## config.mk

```make
export PLATFORM = sky130hd
export DESIGN_NAME = memwin_top
export DESIGN_NICKNAME = d
export VERILOG_FILES = /design/src/rtl/memwin_pkg.sv /design/src/rtl/memwin_ptrs.sv /design/src/rtl/memwin_prefetch.sv /design/src/rtl/memwin_wbuf.sv /design/src/rtl/memwin_memctl.sv /design/src/rtl/memwin_top.sv
export SDC_FILE = /design/constraint.sdc
export NUM_CORES = 1
export LEC_CHECK = 0
export BUFFER_PORTS_ARGS = -buffer_cell sky130_fd_sc_hd__buf_2
export CAP_MARGIN = 20
export CORE_UTILIZATION = 30
export DETAILED_ROUTE_END_ITERATION = 10
export MAX_ROUTING_LAYER = met4
export PLACE_DENSITY = 0.54
export SYNTH_ARGS = -nofsm -noshare
export SYNTH_HDL_FRONTEND = slang
export SYNTH_HIERARCHICAL = 1
export SYNTH_SLANG_ARGS = --single-unit
```

## constraint.sdc

```tcl
create_clock -name clk -period 3.24 [get_ports clk]
set_input_delay 0.648 -clock clk [delete_from_list [all_inputs] [get_ports clk]]
set_output_delay 0.648 -clock clk [all_outputs]
set_load 0.03 [all_outputs]
```

## src/rtl/memwin_pkg.sv

```systemverilog
package memwin_pkg;
  localparam int WIN_AW = 6;

  // Window offsets (byte) of the four mapped registers
  localparam logic [WIN_AW-1:0] OFF_RPTR  = 6'h0C;
  localparam logic [WIN_AW-1:0] OFF_WPTR  = 6'h10;
  localparam logic [WIN_AW-1:0] OFF_WDATA = 6'h18;
  localparam logic [WIN_AW-1:0] OFF_RDATA = 6'h1C;

  localparam int PTR_STEP = 4;

  typedef enum logic [2:0] {
    PF_NEED = 3'b001,
    PF_WAIT = 3'b010,
    PF_HAVE = 3'b100
  } pf_state_t;

  typedef enum logic [1:0] {
    MC_IDLE = 2'd0,
    MC_WR   = 2'd1,
    MC_RD   = 2'd2
  } mc_state_t;
endpackage

```

## src/rtl/memwin_ptrs.sv

```systemverilog
module memwin_ptrs #(
  parameter int W    = 32,
  parameter int STEP = 4
) (
  input  logic              clk,
  input  logic              rst,
  input  logic [1:0]        load,
  input  logic [1:0]        adv,
  input  logic [W-1:0]      load_val,
  output logic [1:0][W-1:0] ptr
);
  localparam logic [W-1:0] INC = W'(STEP);

  // index 0: read pointer, index 1: write pointer
  for (genvar g = 0; g < 2; g++) begin : g_ptr
    always_ff @(posedge clk) begin
      if (rst) begin
        ptr[g] <= '0;
      end else if (load[g]) begin
        ptr[g] <= load_val;
      end else if (adv[g]) begin
        ptr[g] <= ptr[g] + INC;
      end
    end
  end
endmodule

```

## src/rtl/memwin_prefetch.sv

```systemverilog
module memwin_prefetch import memwin_pkg::*; #(
  parameter int DATA_W = 32
) (
  input  logic              clk,
  input  logic              rst,
  input  logic              restart,
  input  logic              take,
  input  logic              issue,
  input  logic              done,
  input  logic [DATA_W-1:0] rdata,
  output logic              need,
  output logic              have,
  output logic [DATA_W-1:0] data
);
  pf_state_t st;
  logic      stale;

  assign need = (st == PF_NEED);
  assign have = (st == PF_HAVE);

  always_ff @(posedge clk) begin
    if (rst) begin
      st    <= PF_NEED;
      stale <= 1'b0;
      data  <= '0;
    end else begin
      case (st)
        PF_NEED: begin
          if (issue) begin
            st    <= PF_WAIT;
            stale <= restart;  // address changed under the issued read
          end
        end
        PF_WAIT: begin
          if (done) begin
            stale <= 1'b0;
            if (stale || restart) begin
              st <= PF_NEED;
            end else begin
              st   <= PF_HAVE;
              data <= rdata;
            end
          end else if (restart) begin
            stale <= 1'b1;
          end
        end
        PF_HAVE: begin
          if (restart || take) st <= PF_NEED;
        end
        default: st <= PF_NEED;
      endcase
    end
  end
endmodule

```

## src/rtl/memwin_wbuf.sv

```systemverilog
module memwin_wbuf #(
  parameter int DATA_W = 32,
  parameter int MEM_AW = 10
) (
  input  logic              clk,
  input  logic              rst,
  input  logic              push,
  input  logic [MEM_AW-1:0] push_addr,
  input  logic [DATA_W-1:0] push_data,
  input  logic              done,
  output logic              valid,
  output logic [MEM_AW-1:0] addr,
  output logic [DATA_W-1:0] data
);
  always_ff @(posedge clk) begin
    if (rst) begin
      valid <= 1'b0;
      addr  <= '0;
      data  <= '0;
    end else begin
      if (done) valid <= 1'b0;
      if (push) begin
        valid <= 1'b1;
        addr  <= push_addr;
        data  <= push_data;
      end
    end
  end
endmodule

```

## src/rtl/memwin_memctl.sv

```systemverilog
module memwin_memctl import memwin_pkg::*; #(
  parameter int DATA_W = 32,
  parameter int MEM_AW = 10
) (
  input  logic              clk,
  input  logic              rst,
  input  logic              wb_valid,
  input  logic [MEM_AW-1:0] wb_addr,
  input  logic [DATA_W-1:0] wb_data,
  input  logic              pf_need,
  input  logic [MEM_AW-1:0] rd_word,
  input  logic              mem_ready,
  output logic              mem_req,
  output logic              mem_we,
  output logic [MEM_AW-1:0] mem_addr,
  output logic [DATA_W-1:0] mem_wdata,
  output logic              issue_rd,
  output logic              done_rd,
  output logic              done_wr
);
  mc_state_t mc;

  // pending write always wins over a pending prefetch
  assign issue_rd = (mc == MC_IDLE) && !wb_valid && pf_need;
  assign done_wr  = (mc == MC_WR) && mem_ready;
  assign done_rd  = (mc == MC_RD) && mem_ready;

  always_ff @(posedge clk) begin
    if (rst) begin
      mc        <= MC_IDLE;
      mem_req   <= 1'b0;
      mem_we    <= 1'b0;
      mem_addr  <= '0;
      mem_wdata <= '0;
    end else begin
      case (mc)
        MC_IDLE: begin
          if (wb_valid) begin
            mc        <= MC_WR;
            mem_req   <= 1'b1;
            mem_we    <= 1'b1;
            mem_addr  <= wb_addr;
            mem_wdata <= wb_data;
          end else if (pf_need) begin
            mc       <= MC_RD;
            mem_req  <= 1'b1;
            mem_we   <= 1'b0;
            mem_addr <= rd_word;
          end
        end
        MC_WR, MC_RD: begin
          if (mem_ready) begin
            mc      <= MC_IDLE;
            mem_req <= 1'b0;
            mem_we  <= 1'b0;
          end
        end
        default: mc <= MC_IDLE;
      endcase
    end
  end
endmodule

```

## src/rtl/memwin_top.sv

```systemverilog
module memwin_top import memwin_pkg::*; #(
  parameter int DATA_W = 32,
  parameter int MEM_AW = 10
) (
  input  logic              clk,
  input  logic              rst,
  input  logic              hst_wr_en,
  input  logic              hst_rd_en,
  input  logic [WIN_AW-1:0] hst_addr,
  input  logic [DATA_W-1:0] hst_wdata,
  output logic [DATA_W-1:0] hst_rdata,
  output logic              hst_ready,
  output logic              mem_req,
  output logic              mem_we,
  output logic [MEM_AW-1:0] mem_addr,
  output logic [DATA_W-1:0] mem_wdata,
  input  logic [DATA_W-1:0] mem_rdata,
  input  logic              mem_ready
);
  localparam int LSB = $clog2(PTR_STEP);

  logic [1:0][DATA_W-1:0] ptr;
  logic [DATA_W-1:0]      rd_ptr, wr_ptr;
  logic [MEM_AW-1:0]      rd_word, wr_word;
  logic sel_rptr, sel_wptr, sel_wdata, sel_rdata;
  logic rd_data_acc, wr_data_acc, take, push, hit, restart;
  logic pf_need, pf_have, wb_valid;
  logic [DATA_W-1:0] pf_data, wb_data;
  logic [MEM_AW-1:0] wb_addr;
  logic issue_rd, done_rd, done_wr;

  assign rd_ptr  = ptr[0];
  assign wr_ptr  = ptr[1];
  assign rd_word = rd_ptr[MEM_AW+LSB-1:LSB];
  assign wr_word = wr_ptr[MEM_AW+LSB-1:LSB];

  assign sel_rptr  = (hst_addr == OFF_RPTR);
  assign sel_wptr  = (hst_addr == OFF_WPTR);
  assign sel_wdata = (hst_addr == OFF_WDATA);
  assign sel_rdata = (hst_addr == OFF_RDATA);

  assign rd_data_acc = hst_rd_en && !hst_wr_en && sel_rdata;
  assign wr_data_acc = hst_wr_en && sel_wdata;
  assign take        = rd_data_acc && pf_have;
  assign push        = wr_data_acc && !wb_valid;
  // a write landing on the prefetched word forces a refetch behind it
  assign hit         = push && (wr_word == rd_word);
  assign restart     = (hst_wr_en && sel_rptr) || hit;

  assign hst_ready = !(rd_data_acc && !pf_have) && !(wr_data_acc && wb_valid);

  always_comb begin
    hst_rdata = '0;
    if (sel_rptr)       hst_rdata = rd_ptr;
    else if (sel_wptr)  hst_rdata = wr_ptr;
    else if (sel_rdata) hst_rdata = pf_data;
  end

  memwin_ptrs #(.W(DATA_W), .STEP(PTR_STEP)) u_ptrs (
    .clk      (clk),
    .rst      (rst),
    .load     ({hst_wr_en && sel_wptr, hst_wr_en && sel_rptr}),
    .adv      ({push, take}),
    .load_val (hst_wdata),
    .ptr      (ptr)
  );

  memwin_prefetch #(.DATA_W(DATA_W)) u_pf (
    .clk     (clk),
    .rst     (rst),
    .restart (restart),
    .take    (take),
    .issue   (issue_rd),
    .done    (done_rd),
    .rdata   (mem_rdata),
    .need    (pf_need),
    .have    (pf_have),
    .data    (pf_data)
  );

  memwin_wbuf #(.DATA_W(DATA_W), .MEM_AW(MEM_AW)) u_wb (
    .clk       (clk),
    .rst       (rst),
    .push      (push),
    .push_addr (wr_word),
    .push_data (hst_wdata),
    .done      (done_wr),
    .valid     (wb_valid),
    .addr      (wb_addr),
    .data      (wb_data)
  );

  memwin_memctl #(.DATA_W(DATA_W), .MEM_AW(MEM_AW)) u_mc (
    .clk       (clk),
    .rst       (rst),
    .wb_valid  (wb_valid),
    .wb_addr   (wb_addr),
    .wb_data   (wb_data),
    .pf_need   (pf_need),
    .rd_word   (rd_word),
    .mem_ready (mem_ready),
    .mem_req   (mem_req),
    .mem_we    (mem_we),
    .mem_addr  (mem_addr),
    .mem_wdata (mem_wdata),
    .issue_rd  (issue_rd),
    .done_rd   (done_rd),
    .done_wr   (done_wr)
  );
endmodule

```

==> impl_metrics.py <==
metrics = {
    "power_and_ir_drop": {
        "sw_frac_of_total_pct": 30.64,
        "p_seq_share_pct": 46.1,
        "comb_power_share_pct": 16.2,
        "ir_drop_uv": 337.1,
        "p_per_area_nw_per_um2": 470.8,
        "p_total_mw": 5.417,
        "switchingPower_mw": 1.660,
        "p_leak_nw": 4.315,
        "clkPwrFrac_pct": 37.7,
        "power.internal_mw": 3.757,
    },
    "clock_tree": {
        "cts_hold_buffers": 0,
        "clkTransAtPathRegs_ns": 0.07,
        "cts_tree": "done",
        "post_cts_buffers": 0,
        "clockBufferDepth": 2,
        "cts_root_buffer": "clkbuf_16",
        "cts_max_level": 4,
        "clock-sinks": 189,
        "clk_latency_ns": 0.43,
        "cts_buffers": 17,
        "cts_resized": 0,
    },
    "timing": {
        "rsz0062_at_grt": "no",
        "period_share_pct": 92.27,
        "setup_violations": 0,
        "whs_ns": 0.4508,
        "fin_tns_setup_ns": 0,
        "hold_viol_final": 0,
        "timing.fmax_mhz": 334.5,
        "tightestPinTransition_ns": 0.8176,
        "fin_crit_ns": 2.989,
        "slew-limit-headroom_pct": 45.50,
        "skew_ns": 0.01057,
        "slew_viol_final": 0,
    },
    "final_layout": {
        "n_fill_cell": 3385,
        "syn_to_final_growth_pct": 17.31,
        "final_net_count": 1299,
        "drive_above_1_share_pct": 24.53,
        "instances_no_fill": 1666,
        "antenna_cells": 0,
    },
    "setup_path": {
        "required_ns": 2.59,
        "ff2ff_setup_slack_ns": 0.84,
        "arrival_ns": 2.34,
        "worstSetupPathType": "input port to output port",
        "cp-start-kind": "input port",
        "critPathMaxFanout": 34,
        "end_kind": "output port",
    },
    "placement": {
        "port_buffers": 151,
        "gp_congestion": 0.8599,
        "place_hpwl_um": 20800,
        "place_inst": 1635,
    },
    "drt": {
        "drt_iter0_markers": 624,
        "drc": 0,
        "vias": 8041,
        "ant_nets": 0,
        "viasPerCell": 4.827,
        "post_drt_wl_per_cell_um": 17.11,
        "drtPass1Iterations": 6,
        "totalWireLength_um": 28510,
    },
    "logic_synthesis": {
        "synth_nets": 1175,
        "netlist.top_cell.by_area": "dfxtp_1",
        "synth_common_cells": "dfxtp_1, nor2_1, mux2i_1",
        "syn_inst": 1095,
        "synthTopCellsByArea": "dfxtp_1, mux2i_1, a2bb2oi_2, nand2b_1, nor2_1",
        "synth-async-reset-ratio_pct": 0,
        "synth-seq-area-share_pct": 38.57,
        "synth.top_cell.area_share_pct": 38.57,
        "synth_edf_count": 0,
        "yosys_warnings": 6,
        "syn_area_per_cell_um2": 8.958,
        "synth_area_um2": 9809,
        "ys_types": 61,
        "synth_seq_cells": 189,
        "yosysMostFrequentCell": "dfxtp_1",
        "ys.flop_type": "dfxtp_1",
    },
    "grt": {
        "grt_overflow": 0,
        "grt_pass1_wl_um": 44350,
        "grt_usage_pct": 17.53,
        "grt_pass1_vias": 7463,
        "grt_antenna_before_repair": 0,
        "grt_max_degree": 96,
    },
    "die": {
        "die_height_um": 182.8,
        "die-area_um2": 33430,
        "core_um2": 31880,
        "ioPinCount": 152,
        "num_rows": 65,
        "die_width_um": 182.8,
        "floorplan.initialDensity_pct": 30.77,
    },
    "run_status": {
        "status": "completed",
    },
    "hold_path": {
        "hp-class": "register to register",
    },
    "run": {
        "max_cap_viol_count": 0,
    },
}
-- through the flow --
stage / area (um2) / setup WS [ns] / utilization (%)
final: 11510 / 0.2506 / 36.10
after global routing: 11510 / 0.09869 / 36.10
after CTS: 11510 / 0.2429 / 36.10
after detailed placement: 10950 / 0.2462 / 34.36
after global placement: 10950 / 0.2627 / 34.36
after floorplan: 9809 / 0.4925 / -
-- area by class of cell --
type	instances	area [um2]	share of cell area (%)
clock buffers	17	425.4	3.697
inverters	26	100.1	0.8698
well taps	435	544.3	4.730
clock inverters	14	127.6	1.109
flip-flops and latches	189	3784	32.88
repair buffers	178	1040	9.036
multi-input cells	807	5487	47.68
-- cell usage in the layout, fill, tap and decap left out, types with 3 or more instances in the layout --
cell type and instances:
o21ai_1 7, o21ai_0 30, mux2i_1 101, a21o_1 9, inv_6 4, nor4_2 3, inv_1 25, nor3b_1 7
buf_4 21, buf_12 6, a21oi_1 77, xnor2_1 32, clkinv_4 4, nor3_1 11, a2bb2oi_1 3, clkbuf_16 17
nand4_2 3, a211oi_1 10, inv_8 4, and2_1 7, o22ai_1 5, o21a_1 14, nand2_1 96, nand4_1 29
nor4_1 9, and3_1 5, dfxtp_1 189, nor2b_1 3, a211oi_2 11, nand2_2 31, nand2b_1 72, nand3_1 19
nor2_1 111, a2bb2oi_2 30, buf_2 150, xor2_1 33, ha_1 5, and4_1 6
-- final timing paths --
kind	startpoint	cells after the start	endpoint
min reg2reg	u_mc/mem_wdata[17]	2	u_mc/mem_wdata[17]
max reg2reg	u_pf/st[2]	10	u_ptrs/ptr[22]
min	u_mc/mem_wdata[17]	2	u_mc/mem_wdata[17]
max	hst_addr[1]	8	hst_rdata[20]
-- critical path, stage by stage --
cell and delay [ns]:
buf_2 0.10, nor4b_1 0.39, and2_1 0.22, buf_4 0.30
nand2_2 0.11, buf_12 0.20, a2bb2oi_1 0.17, buf_2 0.19
-- cells by family after synthesis --
kind of cell,count (synthesis),synth area share [%]
simple gates,433,23.46
compound gates,203,15.54
flops,189,38.57
mux,101,10.31
buf+inv,99,5.689
xor+xnor,65,5.804
fa+ha+maj,5,0.6378
-- metal layers --
| metal | up-vias | share of wire, % | global-route usage (%) |
|---|---|---|---|
| li1 | 4026 | - | - |
| met1 | 3783 | 56 | 27.38 |
| met2 | 214 | 39 | 23.45 |
| met3 | 18 | 4.0 | 2.403 |
| met4 | 0 | 0.80 | 3.300 |
| met5 | - | 0 | - |
-- power groups by stage --
stage	sequential, mW	clock (mW)	combinational (mW)
3_5_place_dp	2.55	0	0.881
6_report	2.50	2.04	0.879
4_1_cts	2.50	2.11	0.884
3_3_place_gp	2.55	0	0.867
2_1_floorplan	2.66	0	0.500
5_1_grt	2.51	2.19	0.959
-- state kept, by name (all words and copies together) (netlist names) --
register,cells
u_ptrs/ptr,64
u_mc/mem_wdata,32
u_pf/data,32
u_wb/data,32
u_mc/mem_addr,10
u_wb/addr,10
u_pf/st,3
u_mc/mc,2
u_mc/mem_req,1
u_mc/mem_we,1
u_pf/stale,1
u_wb/valid,1
No activity file was read; power rests on OpenSTA's default activity.
